File: src/rtl/mem_pattern_tester_pkg.sv
`timescale 1ns/1ps
// Shared types for the pattern memory tester.
package mem_pattern_tester_pkg;
    typedef enum logic {
        PAT_SOLID   = 1'b0,
        PAT_CHECKER = 1'b1
    } pat_mode_e;

    typedef enum logic [1:0] {
        ST_IDLE  = 2'd0,
        ST_RUN   = 2'd1,
        ST_DRAIN = 2'd2
    } seq_state_e;

    localparam int PASS_W = 2;  // four passes: write, read, write, read
endpackage

File: src/rtl/mpt_sequencer.sv
`timescale 1ns/1ps
// Walks four ascending passes over all addresses, one operation per cycle.
// Pass bit 0 selects read (1) or write (0), and pass bit 1 selects the
// inverted background. One drain cycle follows the last read so that its
// compare can complete; a single-cycle done pulse follows the drain.
// Assumes start is a synchronous level sampled only while idle.
module mpt_sequencer
    import mem_pattern_tester_pkg::*;
#(
    parameter int ADDR_W = 6
) (
    input  logic              clk,
    input  logic              rst_n,
    input  logic              start_i,
    output logic              accept_o,
    output logic              run_o,
    output logic              busy_o,
    output logic              done_o,
    output logic [PASS_W-1:0] pass_o,
    output logic [ADDR_W-1:0] addr_o
);
    localparam logic [ADDR_W-1:0] LAST_ADDR = {ADDR_W{1'b1}};
    localparam logic [PASS_W-1:0] LAST_PASS = {PASS_W{1'b1}};

    seq_state_e        state_q;
    logic [ADDR_W-1:0] addr_q;
    logic [PASS_W-1:0] pass_q;
    logic              done_q;
    logic              end_of_pass;

    assign accept_o    = start_i && (state_q == ST_IDLE);
    assign end_of_pass = (addr_q == LAST_ADDR);

    // State, address and pass counters.
    always_ff @(posedge clk) begin
        if (!rst_n) begin
            state_q <= ST_IDLE;
            addr_q  <= '0;
            pass_q  <= '0;
        end else begin
            case (state_q)
                ST_IDLE: begin
                    if (accept_o) begin
                        state_q <= ST_RUN;
                        addr_q  <= '0;
                        pass_q  <= '0;
                    end
                end
                ST_RUN: begin
                    addr_q <= addr_q + 1'b1;
                    if (end_of_pass) begin
                        pass_q <= pass_q + 1'b1;
                        if (pass_q == LAST_PASS) state_q <= ST_DRAIN;
                    end
                end
                default: state_q <= ST_IDLE;
            endcase
        end
    end

    // Completion pulse, one cycle after the drain cycle.
    always_ff @(posedge clk) begin
        if (!rst_n) done_q <= 1'b0;
        else        done_q <= (state_q == ST_DRAIN);
    end

    assign run_o  = (state_q == ST_RUN);
    assign busy_o = (state_q != ST_IDLE);
    assign done_o = done_q;
    assign pass_o = pass_q;
    assign addr_o = addr_q;

    // within a pass the address advances by exactly one each cycle
    a_r4_ascending_addr: assert property (@(posedge clk) disable iff (!rst_n)
        (state_q == ST_RUN && !end_of_pass) |=>
            (state_q == ST_RUN && addr_q == $past(addr_q) + 1'b1));

    // the last operation of the last pass is followed by the drain cycle
    a_r4_drain_after_last: assert property (@(posedge clk) disable iff (!rst_n)
        (state_q == ST_RUN && end_of_pass && pass_q == LAST_PASS) |=>
            (state_q == ST_DRAIN));

    // done never lasts more than one cycle
    a_r7_done_single: assert property (@(posedge clk) disable iff (!rst_n)
        done_q |=> !done_q);
endmodule

File: src/rtl/mpt_pattern.sv
`timescale 1ns/1ps
// Computes the expected background bit for an address and pass.
// Solid mode: 0 in passes 0-1, 1 in passes 2-3.
// Checkerboard mode: row LSB XOR column LSB, complemented in passes 2-3.
// Assumes the address is {row, col}, with the column in the low COL_W bits.
module mpt_pattern
    import mem_pattern_tester_pkg::*;
#(
    parameter int ROW_W = 3,
    parameter int COL_W = 3
) (
    input  pat_mode_e                 mode_i,
    input  logic [PASS_W-1:0]         pass_i,
    input  logic [ROW_W+COL_W-1:0]    addr_i,
    output logic                      bit_o
);
    logic parity;

    // Parity of row LSB and column LSB gives alternation in both directions.
    always_comb begin
        parity = addr_i[COL_W] ^ addr_i[0];
        bit_o  = ((mode_i == PAT_CHECKER) ? parity : 1'b0) ^ pass_i[1];
    end
endmodule

File: src/rtl/mpt_compare.sv
`timescale 1ns/1ps
// Compares read data one cycle after each read request and keeps the
// address of the first mismatch. Assumes the memory returns read data in
// the cycle after mem_re. clr_i clears the verdict at the start of a test.
module mpt_compare #(
    parameter int ADDR_W = 6
) (
    input  logic              clk,
    input  logic              rst_n,
    input  logic              clr_i,
    input  logic              rd_issue_i,
    input  logic              exp_i,
    input  logic [ADDR_W-1:0] addr_i,
    input  logic              rdata_i,
    output logic              fail_o,
    output logic [ADDR_W-1:0] fail_addr_o
);
    logic              chk_q;
    logic              exp_q;
    logic [ADDR_W-1:0] addr_q;
    logic              fail_q;
    logic [ADDR_W-1:0] fail_addr_q;
    logic              mismatch;

    assign mismatch = chk_q && (rdata_i != exp_q);

    // Delay the read request, its expected bit and its address to data time.
    always_ff @(posedge clk) begin
        if (!rst_n) begin
            chk_q  <= 1'b0;
            exp_q  <= 1'b0;
            addr_q <= '0;
        end else begin
            chk_q  <= rd_issue_i;
            exp_q  <= exp_i;
            addr_q <= addr_i;
        end
    end

    // Sticky verdict capturing only the first failing address.
    always_ff @(posedge clk) begin
        if (!rst_n || clr_i) begin
            fail_q      <= 1'b0;
            fail_addr_q <= '0;
        end else if (mismatch && !fail_q) begin
            fail_q      <= 1'b1;
            fail_addr_q <= addr_q;
        end
    end

    assign fail_o      = fail_q;
    assign fail_addr_o = fail_addr_q;

    // once set, the verdict and its address are frozen until cleared
    a_r6_first_kept: assert property (@(posedge clk) disable iff (!rst_n)
        (fail_q && !clr_i) |=> (fail_q && $stable(fail_addr_q)));

    // a mismatching read always produces a fail
    a_r5_mismatch_flags: assert property (@(posedge clk) disable iff (!rst_n)
        (chk_q && (rdata_i != exp_q) && !clr_i) |=> fail_q);
endmodule

File: src/rtl/mem_pattern_tester.sv
`timescale 1ns/1ps
// Memory self-test controller running either a solid (zero-one) or a
// checkerboard test, each as four ascending passes of 4N operations total.
// Assumes a single-bit-wide memory of 2^(ROW_W+COL_W) cells with a
// one-cycle read latency, owned exclusively by this block while busy.
module mem_pattern_tester
    import mem_pattern_tester_pkg::*;
#(
    parameter int ROW_W = 3,
    parameter int COL_W = 3,
    localparam int ADDR_W = ROW_W + COL_W
) (
    input  logic              clk,
    input  logic              rst_n,
    input  logic              start_i,
    input  logic              mode_i,
    output logic [ADDR_W-1:0] mem_addr_o,
    output logic              mem_we_o,
    output logic              mem_re_o,
    output logic              mem_wdata_o,
    input  logic              mem_rdata_i,
    output logic              busy_o,
    output logic              done_o,
    output logic              fail_o,
    output logic [ADDR_W-1:0] fail_addr_o
);
    logic              accept;
    logic              run;
    logic [PASS_W-1:0] pass;
    logic [ADDR_W-1:0] addr;
    logic              exp_bit;
    pat_mode_e         mode_q;

    // Mode is captured once per test, at the accepted start.
    always_ff @(posedge clk) begin
        if (!rst_n)      mode_q <= PAT_SOLID;
        else if (accept) mode_q <= pat_mode_e'(mode_i);
    end

    mpt_sequencer #(.ADDR_W(ADDR_W)) u_seq (
        .clk      (clk),
        .rst_n    (rst_n),
        .start_i  (start_i),
        .accept_o (accept),
        .run_o    (run),
        .busy_o   (busy_o),
        .done_o   (done_o),
        .pass_o   (pass),
        .addr_o   (addr)
    );

    mpt_pattern #(.ROW_W(ROW_W), .COL_W(COL_W)) u_pat (
        .mode_i (mode_q),
        .pass_i (pass),
        .addr_i (addr),
        .bit_o  (exp_bit)
    );

    mpt_compare #(.ADDR_W(ADDR_W)) u_cmp (
        .clk         (clk),
        .rst_n       (rst_n),
        .clr_i       (accept),
        .rd_issue_i  (mem_re_o),
        .exp_i       (exp_bit),
        .addr_i      (addr),
        .rdata_i     (mem_rdata_i),
        .fail_o      (fail_o),
        .fail_addr_o (fail_addr_o)
    );

    assign mem_addr_o  = addr;
    assign mem_we_o    = run && !pass[0];
    assign mem_re_o    = run &&  pass[0];
    assign mem_wdata_o = exp_bit;

    // the captured mode cannot change while a test runs
    a_r8_mode_held: assert property (@(posedge clk) disable iff (!rst_n)
        busy_o |=> $stable(mode_q));

    // every read is compared while the tester is still busy
    a_r5_compare_in_test: assert property (@(posedge clk) disable iff (!rst_n)
        mem_re_o |=> busy_o);

    // no memory access happens while idle
    a_r1_quiet_idle: assert property (@(posedge clk) disable iff (!rst_n)
        !busy_o |-> (!mem_we_o && !mem_re_o));
endmodule

File: config.mk
export PLATFORM = sky130hd
export DESIGN_NAME = mem_pattern_tester
export DESIGN_NICKNAME = d
export VERILOG_FILES = /design/src/rtl/mem_pattern_tester_pkg.sv /design/src/rtl/mpt_sequencer.sv /design/src/rtl/mpt_pattern.sv /design/src/rtl/mpt_compare.sv /design/src/rtl/mem_pattern_tester.sv
export SDC_FILE = /design/constraint.sdc
export NUM_CORES = 1
export LEC_CHECK = 0
export BUFFER_PORTS_ARGS = -buffer_cell sky130_fd_sc_hd__buf_2
export CAP_MARGIN = 15
export CORE_ASPECT_RATIO = 1.2
export CORE_MARGIN = 8
export CORE_UTILIZATION = 30
export CTS_CLUSTER_DIAMETER = 30
export DETAILED_ROUTE_END_ITERATION = 12
export GPL_ROUTABILITY_DRIVEN = 0
export HOLD_SLACK_MARGIN = 0.15
export SETUP_SLACK_MARGIN = 0.05
export SLEW_MARGIN = 20
export SYNTH_ARGS = -nofsm -noshare
export SYNTH_HDL_FRONTEND = slang
export SYNTH_SLANG_ARGS = --single-unit
File: constraint.sdc
create_clock -name clk -period 2.9 [get_ports clk]
set_input_delay 0.145 -clock clk [delete_from_list [all_inputs] [get_ports clk]]
set_output_delay 0.145 -clock clk [all_outputs]
set_load 0.03 [all_outputs]
==> results of run 1 <==
==> how the worst min path moves through the flow <==
stage	start	to	slack, ps	cells after the start
after floorplan	mode_i	mode_q$_SDFFE_PN0P_	290	2
after global placement	mode_i	mode_q$_SDFFE_PN0P_	390	3
after detailed placement	mode_i	mode_q$_SDFFE_PN0P_	390	3
after CTS	rst_n	u_seq.pass_o[1]$_SDFFE_PN0P_	260	3
after global routing	rst_n	u_seq.pass_o[1]$_SDFFE_PN0P_	290	3
final	rst_n	u_seq.pass_o[1]$_SDFFE_PN0P_	260	3
==> timing repair <==
| action | CTS | global route |
|---|---|---|
| hold endpoints to repair | 1 | 0 |
| hold buffers | 1 | 0 |
| endpoints found under the setup margin | 0 | 0 |
==> per-stage QoR <==
step | instance area [um2] | hold slack [ps] | cells | total power (uW) | setup WS (ps)
2_1_floorplan | 1080 | 289 | 116 | 419 | 1350
3_3_place_gp | 1220 | 390 | 174 | 430 | 1500
3_5_place_dp | 1220 | 393 | 174 | 431 | 1440
4_1_cts | 1270 | 263 | 179 | 634 | 1260
5_1_grt | 1270 | 288 | 179 | 657 | 1160
6_report | 1270 | 259 | 179 | 629 | 1270
==> cells in the mapped netlist (all sizes together) (5+ instances only) <==
| library cell | instances | area [um2] |
|---|---|---|
| dfxtp | 27 | 541 |
| nand2 | 12 | 47.6 |
| nand3 | 12 | 60.1 |
| a21oi | 8 | 40.0 |
| and2 | 7 | 43.8 |
| mux2i | 6 | 60.1 |
| nor2 | 6 | 22.5 |
| o21ai | 6 | 30.0 |
| nand2b | 5 | 31.3 |
==> cell families (layout without fill, tap and decap cells) <==
family                     after synthesis  after routing  share of synthesized area, %
DFF                                     27             27                          50.1
muxes                                    6              6                          5.57
buffers and inverters                    4             28                          2.20
xor gates and xnor gates                 4              4                          3.25
adders and majority gates                2              2                          2.32
AOI/OAI and AO/OA                       20             20                          10.8
and+or+nand+nor                         53             53                          25.8
==> tightest hold or removal path: cells and delay by family <==
| kind | cells | cell delay [ps] |
|---|---|---|
| multiplexers | 1 | 60 |
| AND/OR/NAND/NOR | 1 | 90 |
| buffers and inverters | 1 | 190 |
==> power by group through the flow <==
| stage | registers [uW] | clock network (uW) | logic [uW] |
|---|---|---|---|
| detailed placement | 389 | 0 | 42.4 |
| CTS | 380 | 210 | 43.5 |
| global route | 381 | 228 | 47.7 |
| floorplan | 389 | 0 | 30.1 |
| global placement | 388 | 0 | 42.0 |
| finish | 380 | 206 | 42.8 |
==> cell type report <==
cell class,count,area [um2],area share (%)
sequential,27,541,42.4
multi-input combinational,85,514,40.4
timing repair buffer,23,120,9.43
tap,39,48.8,3.83
clock buffer,3,41.3,3.24
clock inverter,1,5.00,0.393
inverter,1,3.75,0.295
==> metal layers <==
| layer | wire length (um) | share of wire (%) | global-route usage [%] | vias to the layer above |
|---|---|---|---|---|
| met5 | 0 | 0 | 0 | - |
| met4 | 14 | 0.64 | 3.13 | 0 |
| met3 | 170 | 7.8 | 3.42 | 2 |
| met2 | 936 | 43 | 13.0 | 23 |
| met1 | 1070 | 49 | 9.49 | 385 |
| li1 | - | - | - | 449 |
==> sequential cells by signal (all words and copies together) (netlist names) <==
name / flops
u_seq.addr_o: 6
u_cmp.addr_q: 6
u_seq.done_o: 1
u_cmp.fail_addr_o: 6
u_seq.pass_o: 2
mode_q: 1
u_cmp.fail_o: 1
u_cmp.exp_q: 1
u_cmp.chk_q: 1
u_seq.state_q: 2
==> results.cfg, run 1 <==
[status]
status = finished clean

[sta]
setup_viol = 0
fmax_mhz = 612
worst_pin_slew_ps = 486
rsz0062_at_grt = no
hold_viol = 0
finalWorstPathRequiredPeriod_ps = 1630
max_slew_margin_pct = 67.5
finalSetupTns_ps = 0
final-max-slew-violation-count = 0
skew_ps = 6.09
fin_crit_sh_pct = 56.3

[global_routing]
grt_pass1_vias = 849
grt_first_pass_wirelength_um = 3770
grt-ovfl-total = 0
grt_antenna_before_repair = 0
grt_max_degree = 18
grt_use_total_pct = 8.11

[critical_path]
endpoint = mem_re_o
endpoint_kind = output pin
r2r-end = u_seq.pass_o[1]$_SDFFE_PN0P_
reg2regPathDepth = 4
cp.arrival_ps = 1490
slowest_delay_ps = 510
rrSetupSlack_ps = 1450
worstSetupPathDepth = 3
crit_family = flip-flops
path_cells = nor2b_1 > and2_1 > buf_2
cp.required_ps = 2760
cp_num_buf_inv = 1
cp_max_fo = 11
slowest_stage = dfxtp_1
crit_start = u_seq.state_q[0]$_SDFFE_PN0P_
start_kind = register
rr_startpoint = u_seq.addr_o[0]$_SDFFE_PN0P_
worstSetupPathType = register to output pin

[floorplan]
coreArea_um2 = 3540
start_util_pct = 30.4
num_rows = 24
dieArea_um2 = 5780
die_x_um = 70.7
top_level_ports = 23
die_height_um = 81.7

[synth]
postSynth.asyncResetShare_pct = 0
synth_cells = 116
synth_cell_types = 30
synth_nets = 123
avgSynthCellArea_um2 = 9.30
netlist_area_um2 = 1080
synth_seq_cells = 27
ys.flop_type = dfxtp_1
ys_warn_count = 0
synth_edf_count = 0
seq_area_frac_synth_pct = 50.1

[pwr]
power_frac_clock_pct = 32.7
power_frac_seq_pct = 60.5
comb_power_share_pct = 6.8
p_per_area_nw_per_um2 = 494
switching_share_pct = 22.9
intPower_uw = 485
p_leak_uw = 0.000533
ir_drop_v = 0.000206
power.switching_uw = 144

[route]
route.antenna.remaining_nets = 0
routed_wl_um = 2190
dr.pass1.iters = 4
via_per_inst = 4.80
dr.first_iter.drc_count = 27
vias = 859
avgRoutedWirePerCell_um = 12.3
drcViolationCount = 0

[final_layout]
layout.nets = 148
num-fill-cells = 383
area_growth_pct = 18.1
drive_above_1_share_pct = 20.7
final_common_cell = dfxtp_1
fin_util_pct = 35.9
final_cell_mix = dfxtp_1, buf_2, nand3_1
diodes = 0

[cts]
post_cts_resized = 0
clock-root-buffer = clkbuf_8
cts_buffers = 3
post_cts_buffers = 0
htreeDepth = 1
clkSlewWorstSetupHoldPaths_ps = 90
clk_path_buf_depth = 2
insertion_delay_ps = 260
cts_tree = yes
clkSinkCount = 27

[flow_run]
max_cap_violations = 0

[place]
io_buffer_count = 22
dpl.hpwl_um = 1680

[worst_hold_path]
hold_class = primary input to register
Note: power is estimated with default switching activity, not from simulation.
==> run 2, diff against run 1 <==
--- a/config.mk
+++ b/config.mk
@@ -5,6 +5,7 @@
 export SDC_FILE = /design/constraint.sdc
 export NUM_CORES = 1
 export LEC_CHECK = 0
+export ABC_AREA = 1
 export BUFFER_PORTS_ARGS = -buffer_cell sky130_fd_sc_hd__buf_2
 export CAP_MARGIN = 15
 export CORE_ASPECT_RATIO = 1.2
==> constraint.sdc (replaced) <==
create_clock -name clk -period 1.4 [get_ports clk]
set_input_delay 0.07 -clock clk [delete_from_list [all_inputs] [get_ports clk]]
set_output_delay 0.07 -clock clk [all_outputs]
set_load 0.03 [all_outputs]
==> results.cfg, run 2 <==
[status]
status = finished clean

[cts]
clkSlewWorstSetupHoldPaths_ps = 100
clkSinkCount = 27
insertion_delay_ps = 280
htreeDepth = 1
cts_tree = yes
clk_path_buf_depth = 2
cts_buffers = 3
clock-root-buffer = clkbuf_8

[pwr]
switching_share_pct = 29.8
comb_power_share_pct = 19.1
p_per_area_nw_per_um2 = 1110
power_frac_clock_pct = 28.4
ir_drop_v = 0.000561
p_leak_uw = 0.000695
intPower_uw = 1120
power_frac_seq_pct = 52.5
power.switching_uw = 474

[critical_path]
cp.arrival_ps = 1210
rrSetupSlack_ps = 160
worstSetupPathType = register to output pin
cp_max_fo = 10
r2r-end = u_seq.pass_o[1]$_SDFFE_PN0P_
cp.required_ps = 1330
reg2regPathDepth = 6
rr_startpoint = u_seq.addr_o[0]$_SDFFE_PN0P_
start_kind = register
endpoint_kind = output pin

[synth]
ys.flop_type = dfxtp_1
ys_warn_count = 0
synth_cells = 147
ys_top_cells_by_area = dfxtp_1, nand2_1, inv_1, nor2_1, nand3_1
synth_edf_count = 0
synth_nets = 154
seq_area_frac_synth_pct = 47.7
synth_most_common_cell = nand2_1
netlist_area_um2 = 1130
avgSynthCellArea_um2 = 7.71
yosysTopAreaCell = dfxtp_1
synth_cell_types = 23
postSynth.asyncResetShare_pct = 0
synth_top_area_share_pct = 47.7
yosys-top-cells-count = nand2_1, dfxtp_1, inv_1, nor2_1, nand3_1
synth_seq_cells = 27

[route]
dr.first_iter.drc_count = 36
route.antenna.remaining_nets = 0
vias = 945
dr.pass1.iters = 2
highest-signal-layer = met4
wl_met2_um = 1070
routed_wl_um = 2380
drcViolationCount = 0
met1Wirelength_um = 1130
wl_met3_um = 116
via_per_inst = 4.13
avgRoutedWirePerCell_um = 10.4

[sta]
setup_viol = 0
worst_slack_ps = 124
hold_viol = 0
fin_crit_sh_pct = 91.2
fin_hold_ws_ps = 259
finalWorstPathRequiredPeriod_ps = 1280
max_slew_margin_pct = 79.9
rsz0062_at_grt = no
skew_ps = 6.74
final-max-slew-violation-count = 0
fmax_mhz = 783
finalSetupTns_ps = 0
worst_pin_slew_ps = 302

[floorplan]
dieArea_um2 = 6010
num_rows = 24
start_util_pct = 31.2
top_level_ports = 23
die_x_um = 72.1
die_height_um = 83.3
coreArea_um2 = 3630

[global_routing]
grt_max_degree = 17
grt_first_pass_wirelength_um = 3890
grt_pass1_vias = 908
grt-ovfl-total = 0
grt_use_total_pct = 8.06
grt_antenna_before_repair = 0

[place]
post_dp_cell_area_um2 = 1310
pre_cts_slack_ps = 160
dpl.hpwl_um = 1800
io_buffer_count = 22
place_inst = 220

[worst_hold_path]
hold_class = primary input to register
hold_end = u_cmp.fail_addr_o[5]$_SDFFE_PP0P_
holdPathStages = 6
worstHoldStart = mem_rdata_i

[final_layout]
final_cell_mix = nand2_1, dfxtp_1, buf_2
num-fill-cells = 397
diodes = 0
layout.cells.non_filler = 229
fin_area_um2 = 1440
layout.nets = 185
area_growth_pct = 26.7
drive_above_1_share_pct = 29.9
final_common_cell = nand2_1

[flow_run]
max_cap_violations = 0
run 2: area by class of cell:
type,count,area [um2],area share (%)
multi-input combinational,92,507,35.3
clock inverter,1,7.51,0.523
timing repair buffer,27,164,11.4
clock buffer,3,41.3,2.87
tap,52,65.1,4.53
sequential,27,551,38.3
inverter,27,101,7.06
run 2: cells by family after synthesis:
| group | count (synthesis) | synth area share [%] |
|---|---|---|
| compound gates | 23 | 12.9 |
| xor+xnor | 1 | 1.44 |
| fa+ha+maj | 2 | 2.21 |
| buf+inv | 28 | 9.93 |
| flops | 27 | 47.7 |
| simple gates | 66 | 25.8 |
run 2: worst max-delay path: stages, from the launching register on:
cell	delay, ps
dfxtp_1	370
inv_2	70
nand2_4	120
inv_2	80
nand2_1	80
inv_1	40
clkbuf_4	170
run 2: timing repair:
item | in CTS | in global routing
endpoints found under the setup margin | 1 | 6
gates resized for setup | 3 | 9
cloned | 0 | 0
setup buffers | 0 | 2
endpoints found under the hold margin | 6 | 0
pin swaps | 0 | 2
hold buffers | 3 | 0
run 2: routing by layer:
| metal | vias up | GRT usage [%] |
|---|---|---|
| li1 | 515 | - |
| met1 | 405 | 9.59 |
| met2 | 18 | 11.9 |
| met3 | 7 | 2.64 |
| met4 | 0 | 5.40 |
| met5 | - | 0 |
run 2: worst max path at each step:
stage | from | cells after the start | end | slack, ps
floorplan | u_seq.addr_o[0]$_SDFFE_PN0P_ | 6 | u_seq.state_q[0]$_SDFFE_PN0P_ | 130
global placement | u_seq.addr_o[0]$_SDFFE_PN0P_ | 6 | u_seq.pass_o[1]$_SDFFE_PN0P_ | 220
detailed placement | u_seq.addr_o[0]$_SDFFE_PN0P_ | 6 | u_seq.pass_o[1]$_SDFFE_PN0P_ | 160
CTS | u_seq.addr_o[3]$_SDFFE_PN0P_ | 5 | mem_wdata_o | 60
global route | u_seq.addr_o[0]$_SDFFE_PN0P_ | 6 | u_seq.pass_o[1]$_SDFFE_PN0P_ | 50
finish | u_seq.state_q[1]$_SDFFE_PN0P_ | 6 | mem_we_o | 120
run 2: through the flow:
step	power [uW]	utilization (%)
CTS	1590	38.6
detailed placement	1130	36.1
global placement	1130	36.1
finish	1590	39.5
global route	1670	39.5
floorplan	1060	-
run 2: power by group through the flow:
stage / registers [uW] / logic (uW) / clock network (uW)
after floorplan: 866 / 197 / 0
after global placement: 851 / 276 / 0
after detailed placement: 854 / 278 / 0
after CTS: 834 / 290 / 467
after global routing: 842 / 334 / 498
final: 836 / 305 / 452
==> run 3, diff against run 2 <==
--- a/config.mk
+++ b/config.mk
@@ -8,14 +8,15 @@
 export ABC_AREA = 1
 export BUFFER_PORTS_ARGS = -buffer_cell sky130_fd_sc_hd__buf_2
 export CAP_MARGIN = 15
-export CORE_ASPECT_RATIO = 1.2
+export CORE_ASPECT_RATIO = 0.8
 export CORE_MARGIN = 8
 export CORE_UTILIZATION = 30
 export CTS_CLUSTER_DIAMETER = 30
 export DETAILED_ROUTE_END_ITERATION = 12
 export GPL_ROUTABILITY_DRIVEN = 0
 export HOLD_SLACK_MARGIN = 0.15
-export SETUP_SLACK_MARGIN = 0.05
+export RECOVER_POWER = 100
+export SETUP_SLACK_MARGIN = 0.1
 export SLEW_MARGIN = 20
 export SYNTH_ARGS = -nofsm -noshare
 export SYNTH_HDL_FRONTEND = slang
==> results.cfg, run 3 (synthesis results as in run 2) <==
[status]
status = finished clean

[sta]
finalWorstPathRequiredPeriod_ps = 1300
hold_viol = 0
fin_hold_ws_ps = 203
final-max-slew-violation-count = 0
fin_crit_sh_pct = 92.7
worst_pin_slew_ps = 390
finalSetupTns_ps = 0
skew_ps = 2.12
max_slew_margin_pct = 74.1
fmax_mhz = 770
setup_viol = 0
rsz0062_at_grt = yes

[critical_path]
rr_startpoint = u_seq.addr_o[0]$_SDFFE_PN0P_
endpoint_kind = output pin
cp_max_fo = 6
rrSetupSlack_ps = 180
r2r-end = u_seq.pass_o[0]$_SDFFE_PN0P_
crit_family = buffers and inverters
worstSetupPathType = register to output pin
path_cells = inv_1 > nand2_4 > nor2_1 > clkbuf_1
cp_num_buf_inv = 2
slowest_stage = dfxtp_1
start_kind = register
reg2regPathDepth = 6
cp.required_ps = 1330
cp.arrival_ps = 1230
slowest_delay_ps = 330

[global_routing]
grt_antenna_before_repair = 0
grt_first_pass_wirelength_um = 4370
grt-ovfl-total = 0
grt_max_degree = 17
grt_pass1_vias = 994
grt_use_total_pct = 9.07

[route]
via_per_inst = 4.42
vias = 1004
dr.first_iter.drc_count = 42
route.antenna.remaining_nets = 0
dr.pass1.iters = 4
drcViolationCount = 0
routed_wl_um = 2580
avgRoutedWirePerCell_um = 11.4

[final_layout]
fin_util_pct = 39.2
drive_above_1_share_pct = 20.8
diodes = 0
final_cell_mix = nand2_1, inv_1, dfxtp_1
area_growth_pct = 28.1
layout.nets = 191
final_common_cell = nand2_1

[cts]
clkSinkCount = 27
htreeDepth = 1
clock-root-buffer = clkbuf_8
cts_buffers = 3
insertion_delay_ps = 270
cts_tree = yes
clk_path_buf_depth = 2
clkSlewWorstSetupHoldPaths_ps = 100

[flow_run]
max_cap_violations = 0

[place]
dpl.hpwl_um = 1880
io_buffer_count = 22

[pwr]
p_per_area_nw_per_um2 = 1110
p_leak_uw = 0.000657
ir_drop_v = 0.000561
power_uw = 1610

[worst_hold_path]
holdPathStages = 6
hold_end = u_cmp.fail_addr_o[5]$_SDFFE_PP0P_
hold_class = primary input to register
worstHoldStart = mem_rdata_i

[floorplan]
top_level_ports = 23
die_x_um = 84.7
num_rows = 20
coreArea_um2 = 3700
start_util_pct = 30.6
die_height_um = 71.0
dieArea_um2 = 6010
run 3: area by class of cell:
cell class | count | area, um2
inverter | 27 | 104
clock buffer | 3 | 41.3
fill | 398 | 2250
tap | 44 | 55.1
multi-input combinational | 92 | 509
sequential | 27 | 551
timing repair buffer | 33 | 185
clock inverter | 1 | 7.51
run 3: metrics by stage:
stage | cells | setup slack [ps] | cell area [um2]
floorplan | 147 | 127 | 1150
global placement | 215 | 218 | 1330
detailed placement | 215 | 175 | 1330
CTS | 224 | 94.0 | 1440
global route | 227 | 44.7 | 1450
finish | 227 | 102 | 1450
run 3: tightest hold or removal path: stages:
cell and delay, ps:
buf_2 90, nand2_1 50, nand2_1 70, nor2_2 50, nand2_1 70, a21oi_2 50
run 3: how the worst max path moves through the flow:
stage          depth (start not counted)                             to                          start
5_1_grt                                4                       mem_re_o  u_seq.state_q[1]$_SDFFE_PN0P_
4_1_cts                                5                    mem_wdata_o   u_seq.addr_o[0]$_SDFFE_PN0P_
3_5_place_dp                           6   u_seq.pass_o[1]$_SDFFE_PN0P_   u_seq.addr_o[0]$_SDFFE_PN0P_
2_1_floorplan                          6  u_seq.state_q[0]$_SDFFE_PN0P_   u_seq.addr_o[0]$_SDFFE_PN0P_
3_3_place_gp                           6   u_seq.pass_o[0]$_SDFFE_PN0P_   u_seq.addr_o[0]$_SDFFE_PN0P_
6_report                               4                       mem_re_o  u_seq.state_q[1]$_SDFFE_PN0P_
run 3: metal layers:
metal / global-route usage [%] / part of all wire (%) / vias up
met3: 3.70 / 6.2 / 4
met4: 3.54 / 1.6 / 0
li1: - / - / 528
met2: 14.9 / 45 / 19
met1: 10.2 / 47 / 453
met5: 0 / 0 / -
run 3: power by group:
group	internal, uW	leakage, uW	switching (uW)
clock network	202	0.0000217	255
logic	122	0.000414	200
registers	802	0.000221	26.4
total	1130	0.000657	482
run 3: timing repair:
action	in CTS	in global routing
endpoints found under the hold margin	5	0
pin swaps	0	4
setup endpoints to repair	2	6
resized for setup	7	9
hold buffers	3	0
buffers inserted	2	3
